File: config.mk
export PLATFORM = sky130hd
export DESIGN_NAME = uart_tx_dbuf
export DESIGN_NICKNAME = d
export VERILOG_FILES = /design/src/rtl/utx_pkg.sv /design/src/rtl/utx_parity.sv /design/src/rtl/utx_hold.sv /design/src/rtl/utx_shifter.sv /design/src/rtl/uart_tx_dbuf.sv
export SDC_FILE = /design/constraint.sdc
export NUM_CORES = 1
export LEC_CHECK = 0
export BUFFER_PORTS_ARGS = -buffer_cell sky130_fd_sc_hd__buf_2
export CAP_MARGIN = 20
export CORE_ASPECT_RATIO = 0.75
export CORE_MARGIN = 10
export CORE_UTILIZATION = 45
export DETAILED_ROUTE_END_ITERATION = 6
export GPL_TIMING_DRIVEN = 0
export HOLD_SLACK_MARGIN = 0.15
export SYNTH_ARGS = -nofsm -noshare
export SYNTH_HDL_FRONTEND = slang
export SYNTH_HIERARCHICAL = 1
export SYNTH_SLANG_ARGS = --single-unit
File: constraint.sdc
create_clock -name clk -period 3.16 [get_ports clk]
set_input_delay 0.316 -clock clk [delete_from_list [all_inputs] [get_ports clk]]
set_output_delay 0.316 -clock clk [all_outputs]
set_load 0.01 [all_outputs]
File: src/rtl/utx_pkg.sv
package utx_pkg;
  typedef enum logic [2:0] {
    PAR_NONE  = 3'd0,
    PAR_EVEN  = 3'd1,
    PAR_ODD   = 3'd2,
    PAR_SPACE = 3'd3,
    PAR_MARK  = 3'd4
  } par_mode_e;

  typedef enum logic [1:0] {
    SH_IDLE  = 2'd0,
    SH_WAIT  = 2'd1,
    SH_SHIFT = 2'd2
  } sh_state_e;
endpackage

File: src/rtl/utx_parity.sv
module utx_parity #(
  parameter int DW = 8
) (
  input  logic [DW-1:0] data,
  input  logic [2:0]    mode,
  output logic          par_en,
  output logic          par_bit
);
  import utx_pkg::*;

  always_comb begin
    par_en  = 1'b1;
    par_bit = 1'b1;
    case (par_mode_e'(mode))
      PAR_EVEN:  par_bit = ^data;
      PAR_ODD:   par_bit = ~^data;
      PAR_SPACE: par_bit = 1'b0;
      PAR_MARK:  par_bit = 1'b1;
      default:   par_en  = 1'b0;
    endcase
  end
endmodule

File: src/rtl/utx_hold.sv
module utx_hold #(
  parameter int DW = 8
) (
  input  logic          clk,
  input  logic          rst_n,
  input  logic          clr,
  input  logic          push,
  input  logic          pop,
  input  logic [DW-1:0] din,
  output logic          full,
  output logic [DW-1:0] dout
);
  always_ff @(posedge clk) begin
    if (!rst_n || clr) begin
      full <= 1'b0;
      dout <= '0;
    end else if (push) begin
      full <= 1'b1;
      dout <= din;
    end else if (pop) begin
      full <= 1'b0;
    end
  end

  // a full holding register keeps its character until it is popped
  assert_no_overwrite_R6: assert property (@(posedge clk) disable iff (!rst_n)
    (full && !pop && !clr) |=> (full && $stable(dout)));
endmodule

File: src/rtl/utx_shifter.sv
module utx_shifter #(
  parameter int DW = 8
) (
  input  logic          clk,
  input  logic          rst_n,
  input  logic          clr,
  input  logic          tick,
  input  logic          ld,
  input  logic [DW-1:0] ld_data,
  input  logic          par_en,
  input  logic          par_bit,
  output logic          ld_ok,
  output logic          busy,
  output logic          txd_o
);
  import utx_pkg::*;

  localparam int FW = DW + 3;
  localparam int IW = $clog2(FW);
  localparam logic [IW-1:0] LAST_PAR  = IW'(FW - 1);
  localparam logic [IW-1:0] LAST_NONE = IW'(FW - 2);

  sh_state_e     state;
  logic [FW-1:0] frame;
  logic [IW-1:0] idx;
  logic [IW-1:0] last;
  logic          at_end;

  assign at_end = (state == SH_SHIFT) && tick && (idx == last);
  assign ld_ok  = (state == SH_IDLE) || at_end;
  assign busy   = (state != SH_IDLE);
  assign txd_o  = (state == SH_SHIFT) ? frame[idx] : 1'b1;

  always_ff @(posedge clk) begin
    if (!rst_n || clr) begin
      state <= SH_IDLE;
      frame <= '1;
      idx   <= '0;
      last  <= LAST_NONE;
    end else if (ld) begin
      frame <= {1'b1, (par_en ? par_bit : 1'b1), ld_data, 1'b0};
      last  <= par_en ? LAST_PAR : LAST_NONE;
      idx   <= '0;
      state <= (state == SH_IDLE) ? SH_WAIT : SH_SHIFT;
    end else if (tick) begin
      case (state)
        SH_WAIT:  begin
          state <= SH_SHIFT;
          idx   <= '0;
        end
        SH_SHIFT: begin
          if (idx == last) state <= SH_IDLE;
          else             idx   <= idx + 1'b1;
        end
        default: state <= SH_IDLE;
      endcase
    end
  end

  // the line only changes on a baud tick edge (or a clear)
  assert_hold_between_ticks_R3: assert property (@(posedge clk) disable iff (!rst_n)
    (!tick && !clr) |=> $stable(txd_o));
  // the final bit of every frame is a high stop bit
  assert_stop_high_R1: assert property (@(posedge clk) disable iff (!rst_n)
    (state == SH_SHIFT && idx == last) |-> txd_o);
endmodule

File: src/rtl/uart_tx_dbuf.sv
module uart_tx_dbuf #(
  parameter int DW = 8
) (
  input  logic          clk,
  input  logic          rst_n,
  input  logic          tx_en,
  input  logic [2:0]    par_mode,
  input  logic          baud_tick,
  input  logic          in_valid,
  input  logic [DW-1:0] in_data,
  output logic          in_ready,
  output logic          tx_empty,
  output logic          txd
);
  logic          hold_full;
  logic [DW-1:0] hold_data;
  logic          sh_ldok, sh_busy, sh_ld;
  logic          in_fire, push, pop;
  logic [DW-1:0] ld_data;
  logic          p_en, p_bit;

  assign in_ready = tx_en && !hold_full;
  assign in_fire  = in_valid && in_ready;
  assign push     = in_fire && !sh_ldok;
  assign pop      = tx_en && hold_full && sh_ldok;
  assign sh_ld    = tx_en && sh_ldok && (hold_full || in_fire);
  assign ld_data  = hold_full ? hold_data : in_data;
  assign tx_empty = !tx_en || (!sh_busy && !hold_full);

  utx_hold #(.DW(DW)) u_hold (
    .clk(clk), .rst_n(rst_n), .clr(!tx_en), .push(push), .pop(pop),
    .din(in_data), .full(hold_full), .dout(hold_data)
  );

  utx_parity #(.DW(DW)) u_par (
    .data(ld_data), .mode(par_mode), .par_en(p_en), .par_bit(p_bit)
  );

  utx_shifter #(.DW(DW)) u_shift (
    .clk(clk), .rst_n(rst_n), .clr(!tx_en), .tick(baud_tick), .ld(sh_ld),
    .ld_data(ld_data), .par_en(p_en), .par_bit(p_bit),
    .ld_ok(sh_ldok), .busy(sh_busy), .txd_o(txd)
  );

  // a low enable leaves both stages empty on the next cycle
  assert_disable_clears_R9: assert property (@(posedge clk) disable iff (!rst_n)
    !tx_en |=> (!hold_full && !sh_busy));
  // an empty path never drives a low line
  assert_empty_idle_R7: assert property (@(posedge clk) disable iff (!rst_n)
    (tx_empty && tx_en) |-> txd);
  // a character buffered behind a busy shifter drops ready
  assert_ready_drop_R5: assert property (@(posedge clk) disable iff (!rst_n)
    (in_fire && !sh_ldok && tx_en) |=> !in_ready);
endmodule

==> results of run 1 <==
per-layer routing:
layer,up-vias,wire (um),share of wire [%]
met2,16,1340,42
met5,-,0,0
li1,617,-,-
met1,551,1650,52
met4,0,29,0.91
met3,4,177,5.5
critical path: stages, from the launching register on:
cell and delay, ns:
dfxtp_1 0.33, buf_6 0.14, xnor2_1 0.22, and3_4 0.24, nand2_1 0.06, a21oi_1 0.24
o211a_1 0.19, buf_2 0.23, buf_2 0.31, mux2i_1 0.22, nand2_1 0.07
stage by stage:
stage                     utilization [%]  power [uW]
after floorplan                         -         422
after global placement               51.3         445
after detailed placement             51.3         447
after CTS                            52.7         639
after global routing                 52.7         667
final                                52.7         631
path summary, 6_finish.rpt:
check,from,to,depth (start not counted)
worst min register to register,u_shift/frame[0]$_SDFFE_PP1P_,u_shift/frame[0]$_SDFFE_PP1P_,2
worst max register to register,u_shift/idx[0]$_SDFFE_PP0P_,u_shift/frame[7]$_SDFFE_PP1P_,10
worst min-delay path,in_data[5],u_hold/dout[5]$_SDFFE_PP0P_,3
worst max-delay path,u_shift/idx[0]$_SDFFE_PP0P_,u_shift/frame[7]$_SDFFE_PP1P_,10
report_power, final:
group | total [uW] | internal [uW] | switching (uW)
clock | 191 | 90.2 | 101
combinational | 92.0 | 45.8 | 46.2
sequential | 347 | 345 | 2.53
total | 631 | 481 | 150
state kept, by name, summed over array words and instances (netlist names):
signal and count:
u_hold/dout 8, u_hold/full 1, u_shift/frame 10, u_shift/idx 4, u_shift/last 2, u_shift/state 2
cell type report:
type,count,area (sq um),area share (%)
multi-input combinational,118,901,52.0
clock buffer,4,45.0,2.60
buffer,11,78.8,4.55
inverter,7,26.3,1.52
timing repair buffer,18,90.1,5.20
tap,40,50.0,2.89
sequential,27,541,31.2
cells in the mapped netlist, drive strengths merged (2+ instances only):
master	n	area, sq um
mux2i	17	170
nor4	4	25.0
nand2	18	67.6
a31oi	2	18.8
xnor2	10	95.1
a21oi	7	38.8
mux2	8	109
dfxtp	27	541
buf	10	75.1
nor2	14	52.6
inv	7	26.3
mux4	2	52.6
nand3	2	10.0
nand2b	5	31.3
and3	2	18.8
nor2b	4	25.0
o21ai	5	25.0
cell usage in the layout (no fill, tap or decap), drive strengths merged, types with 4 or more instances in the layout:
cell and instances:
buf 28, dfxtp 27, nand2 18, mux2i 17
nor2 14, xnor2 10, mux2 8, inv 7
a21oi 7, nand2b 5, clkbuf 5, o21ai 5
nor2b 4, nor4 4
logic make-up (layout without fill, tap and decap cells):
family	Yosys count	after routing	share of synthesized area [%]
buf+inv	18	40	6.80
xor+xnor	10	10	6.15
simple gates	57	57	19.0
compound gates	23	23	10.8
fa+ha+maj	1	1	0.809
mux	27	27	21.4
flops	27	27	35.0
==> impl_table.tex, run 1 <==
\begin{tabular}{lr}
\hline
Metric & Value \\
\hline
\multicolumn{2}{l}{\textbf{Yosys}} \\
Post-synthesis instance area & 1550 sq um \\
Proportion of synthesized chip area in sequential cells & approximately a third \\
Yosys Warn Count & 6 \\
Post-synthesis sequential element count & 27 \\
Async SR Flop Fraction & 0\% \\
Post-synthesis average cell area & about 9.5 sq um \\
Cell count after synthesis & approximately 160 \\
Number of distinct library cell variants in the gate-level netlist after synthesis & between 40 and 50 \\
Main synth FF type & dfxtp\_1 \\
Post-synth EDFFs & 0 \\
Post-Syn Nets & 180 \\
\multicolumn{2}{l}{\textbf{Power}} \\
Standby leakage power & between 0.0006 and 0.0007 uW \\
Power per Cell Area & $\sim$360 nW/um\^{}2 \\
Largest vdd supply drop & around 0.00019 V \\
\multicolumn{2}{l}{\textbf{Global routing}} \\
Global-route wire length before repair & around 5500 um \\
Global Route met2 Usage & between 10\% and 20\% \\
Global Route met1 Usage & 15.1\% \\
Remaining global-route overflow & 0 \\
Met3 track utilization from global routing & under 10\% \\
Busiest grt layer & met1 \\
Antenna violations before repair & 0 \\
Global-route total usage across every layer & 10.7\% \\
Vias in the first global route & approximately 1200 \\
Maximum number of pins on one net before global-route repair & 15 \\
\multicolumn{2}{l}{\textbf{Die}} \\
Width of the die & around 90 um \\
Row count & 18 \\
Die Area & 6210 sq um \\
Core Footprint & $\sim$3300 sq um \\
Initial standard-cell utilization of the core & between 40\% and 50\% \\
Boundary pin count & 19 \\
Vertical extent of the die & 70.8 um \\
\multicolumn{2}{l}{\textbf{Route}} \\
Total DRC errors in the routed layout & 0 \\
Routed via count divided by cell count & around 5.3 \\
Wirelength per Cell & between 10 and 15 um \\
First-pass DRT Iterations & 4 \\
Drt total wl & about 3200 um \\
Remaining antenna violation count after routing & 0 \\
Via count & 1188 \\
DR iter-0 viols & a little under 80 \\
\multicolumn{2}{l}{\textbf{Final layout}} \\
Filler Cell Count & 324 \\
Area growth from synthesis to layout & 12.0\% \\
Layout cells sized above 1 & approximately a quarter \\
Count of non-filler cells in the finished layout & about 230 \\
Number of antenna diodes & 0 \\
Net count, final & 203 \\
Final design instance area without fill & roughly 1700 sq um \\
\multicolumn{2}{l}{\textbf{Placement}} \\
Post-place setup slack & 0.785 ns \\
DP Cell Count & about 220 \\
Quantity of I/O buffers inserted on ports & 18 \\
DPL Wire Length & around 2500 um \\
Routability-driven placement congestion ratio & roughly 0.84 \\
Post-place instance area & roughly 1700 sq um \\
\multicolumn{2}{l}{\textbf{STA}} \\
Number of failing hold endpoints at the final stage & 0 \\
Maximum clock skew at final layout & 0.00392 ns \\
Fin. max-slew vios & 0 \\
Total setup violations reported at the end of the flow & 0 \\
Worst-margin pin slew & slightly above 0.4 ns \\
Min setup slack post-route & just under 0.8 ns \\
Post-layout minimum cycle time & 2.38 ns \\
Worst Hold Slack & $\sim$0.3 ns \\
Achievable Freq & between 400 and 500 MHz \\
RSZ-0062 raised after global routing & false \\
Worst max-slew margin expressed relative to the limit & between 70\% and 80\% \\
Fin Setup TNS & 0 ns \\
Period utilisation layout & 75.3\% \\
\multicolumn{2}{l}{\textbf{Setup path}} \\
Required time of the worst setup path & between 3 and 4 ns \\
Type of the worst setup path & reg2reg \\
Arrival time at the worst endpoint & roughly 2.5 ns \\
Crit-path max FO & 10 \\
Worst Setup End Kind & register \\
Setup slack on the worst flop-to-flop path & about 0.78 ns \\
Critical path startpoint category & register \\
\multicolumn{2}{l}{\textbf{Clock tree}} \\
Clk slew on worst S/H paths & 0.09 ns \\
Num CTS Buffers & 3 \\
Total of cells resized after clock tree synthesis & 0 \\
Hold-fix buffer count after cts & 0 \\
Clock insertion delay at the later pin of the skew report & between 0.2 and 0.3 ns \\
Buffers inserted during post-CTS setup optimization & 0 \\
Cell at the root of the clock tree & clkbuf\_8 \\
CTS tree & built \\
Clock Sinks & 27 \\
Number of levels the H-tree was split into & 1 \\
Clock buffer depth & 2 \\
\multicolumn{2}{l}{\textbf{Job}} \\
Count of max-cap constraint violations & 0 \\
\multicolumn{2}{l}{\textbf{Run status}} \\
Status & finished, final reports clean \\
\multicolumn{2}{l}{\textbf{Min path}} \\
Worst min path class & in2reg \\
\hline
\end{tabular}
(Power assumes the default switching activity.)
==> inputs of run 2 (changes only) <==
Clock period 3.16 ns to 2.2 ns, I/O delays scaled along.
==> impl_table.tex, run 2 (synthesis gave the netlist of run 1 again) <==
\begin{tabular}{lr}
\hline
Metric & Value \\
\hline
\multicolumn{2}{l}{\textbf{Setup path}} \\
Worst Setup End Kind & register \\
Crit-path max FO & 10 \\
Cell chain of the critical path & buf\_6 -> xnor2\_2 -> and3\_4 -> nand2\_1 -> a21oi\_2 -> o211a\_1 -> buf\_4 -> buf\_6 -> mux2i\_2 -> nand2\_1 \\
Crit-path leading delay family & buffers and inverters \\
Crit-path slowest cell & dfxtp\_1 \\
Critical path depth in cells & 10 \\
Required time of the worst setup path & 2.35 ns \\
Arrival time at the worst endpoint & about 2.2 ns \\
Peak per-stage delay on the critical path & 0.33 ns \\
Type of the worst setup path & reg2reg \\
Bufs and invs on worst path & 3 \\
Worst r2r path cells & 10 \\
Critical path startpoint category & register \\
\multicolumn{2}{l}{\textbf{Final layout}} \\
Layout cells sized above 1 & just under 30\% \\
Net count, final & between 200 and 250 \\
Registers with the most flip-flops & u\_shift/frame x10, u\_hold/dout x8, u\_shift/idx x4 \\
Flip-flop count of the largest register, all copies and words added & 10 \\
Filler Cell Count & 318 \\
Most common library cell in the layout ignoring fill and taps & dfxtp\_1 \\
Top library cells by usage in the layout, fill and taps aside & dfxtp\_1, buf\_2, nand2\_1 \\
Area growth from synthesis to layout & 14.3\% \\
Count of non-filler cells in the finished layout & between 200 and 250 \\
Number of antenna diodes & 0 \\
Largest register by flop count & u\_shift/frame \\
\multicolumn{2}{l}{\textbf{Die}} \\
Die Area & approximately 6200 sq um \\
Initial standard-cell utilization of the core & between 40\% and 50\% \\
Core Footprint & 3290 sq um \\
Boundary pin count & 19 \\
Vertical extent of the die & about 70 um \\
Row count & 18 \\
Width of the die & between 80 and 90 um \\
\multicolumn{2}{l}{\textbf{STA}} \\
Achievable Freq & just under 500 MHz \\
Maximum clock skew at final layout & approximately 0.0033 ns \\
Post-layout minimum cycle time & 2.04 ns \\
Period utilisation layout & 92.8\% \\
Fin. max-slew vios & 0 \\
Worst max-slew margin expressed relative to the limit & between 70\% and 80\% \\
RSZ-0062 raised after global routing & false \\
Total setup violations reported at the end of the flow & 0 \\
Number of failing hold endpoints at the final stage & 0 \\
Worst-margin pin slew & 0.408 ns \\
\multicolumn{2}{l}{\textbf{Route}} \\
Wirelength per Cell & between 10 and 15 um \\
Total DRC errors in the routed layout & 0 \\
First-pass DRT Iterations & 4 \\
DR iter-0 viols & 96 \\
Drt total wl & around 3200 um \\
Routed via count divided by cell count & between 5 and 6 \\
Via count & 1200 \\
Remaining antenna violation count after routing & 0 \\
\multicolumn{2}{l}{\textbf{Clock tree}} \\
Clock Sinks & 27 \\
Num CTS Buffers & 3 \\
CTS tree & built \\
Clock insertion delay at the later pin of the skew report & $\sim$0.27 ns \\
Cell at the root of the clock tree & clkbuf\_8 \\
Clk slew on worst S/H paths & 0.09 ns \\
Clock buffer depth & 2 \\
Number of levels the H-tree was split into & 1 \\
Hold-fix buffer count after cts & 0 \\
\multicolumn{2}{l}{\textbf{Power}} \\
Power share of the sequential group & a little over half \\
Share of total power consumed by net switching & a little under a quarter \\
NetSw & approximately 220 uW \\
Combinational share of power & between 10\% and 20\% \\
Share of power burned in the clock network & 30.1\% \\
Standby leakage power & between 0.0006 and 0.0007 uW \\
Largest vdd supply drop & between 0.0002 and 0.0003 V \\
Power per Cell Area & slightly above 500 nW/um\^{}2 \\
PnR Total Power & roughly 910 uW \\
Internal power & about 700 uW \\
\multicolumn{2}{l}{\textbf{Placement}} \\
DP Cell Count & $\sim$220 \\
Quantity of I/O buffers inserted on ports & 18 \\
Routability-driven placement congestion ratio & about 0.84 \\
DPL Wire Length & $\sim$2500 um \\
\multicolumn{2}{l}{\textbf{Global routing}} \\
Global-route wire length before repair & between 5000 and 6000 um \\
Antenna violations before repair & 0 \\
Maximum number of pins on one net before global-route repair & 15 \\
Remaining global-route overflow & 0 \\
Global-route total usage across every layer & 10.7\% \\
Vias in the first global route & $\sim$1200 \\
\multicolumn{2}{l}{\textbf{Min path}} \\
WHS Path Cells & 3 \\
Worst min path class & in2reg \\
\multicolumn{2}{l}{\textbf{Run status}} \\
Status & finished, final reports clean \\
\multicolumn{2}{l}{\textbf{Job}} \\
Count of max-cap constraint violations & 0 \\
\hline
\end{tabular}
## run 2: repair_timing
action | CTS | global route
setup endpoints to repair | 10 | 8
pin swaps | 0 | 1
buffers inserted | 0 | 1
gates resized for setup | 4 | 5
## run 2: final timing paths
path | startpoint | end | slack [ns]
max | u_shift/idx[1]$_SDFFE_PP0P_ | u_shift/frame[6]$_SDFFE_PP1P_ | 0.16
min | in_data[5] | u_hold/dout[5]$_SDFFE_PP0P_ | 0.20
max reg2reg | u_shift/idx[1]$_SDFFE_PP0P_ | u_shift/frame[6]$_SDFFE_PP1P_ | 0.16
min reg2reg | u_shift/frame[0]$_SDFFE_PP1P_ | u_shift/frame[0]$_SDFFE_PP1P_ | 0.46
## run 2: metrics by stage
stage / instance area [sq um] / hold slack (ns) / TNS, ns / util [%] / setup slack, ns
floorplan: 1550 / 0.367 / 0 / - / 0.171
global placement: 1690 / 0.446 / -0.747 / 51.3 / -0.123
detailed placement: 1690 / 0.449 / -1.11 / 51.3 / -0.175
CTS: 1740 / 0.195 / -0.00292 / 53.0 / -0.00292
global route: 1770 / 0.211 / 0 / 53.8 / 0.0189
finish: 1770 / 0.200 / 0 / 53.8 / 0.158
## run 2: per-layer routing
layer	share of wire (%)	vias to the layer above	global-route usage, %	wire length, um
met5	0	-	0	0
met4	0.91	0	2.65	29
met3	6.5	4	3.66	207
met2	41	20	14.8	1310
met1	51	552	15.3	1640
li1	-	624	-	-
## run 2: final cells by class
cell class	instances	area [sq um]	area share (%)
plain buffers	11	87.6	4.95
clock buffers	4	45.0	2.55
inverters	7	26.3	1.49
multi-input cells	118	921	52.1
flip-flops and latches	27	541	30.6
well taps	40	50.0	2.83
repair buffers	19	97.6	5.52
## run 2: worst min-delay path: stages
cell and delay [ns]:
buf_2 0.09, mux2i_1 0.06, nor2_1 0.07
## run 2: power by group through the flow
| stage | Clock, uW | Combinational [uW] | Sequential [uW] |
|---|---|---|---|
| 6_report | 273 | 138 | 499 |
| 5_1_grt | 313 | 151 | 500 |
| 4_1_cts | 287 | 135 | 499 |
| 3_5_place_dp | 0 | 132 | 510 |
| 3_3_place_gp | 0 | 130 | 510 |
| 2_1_floorplan | 0 | 96.8 | 509 |
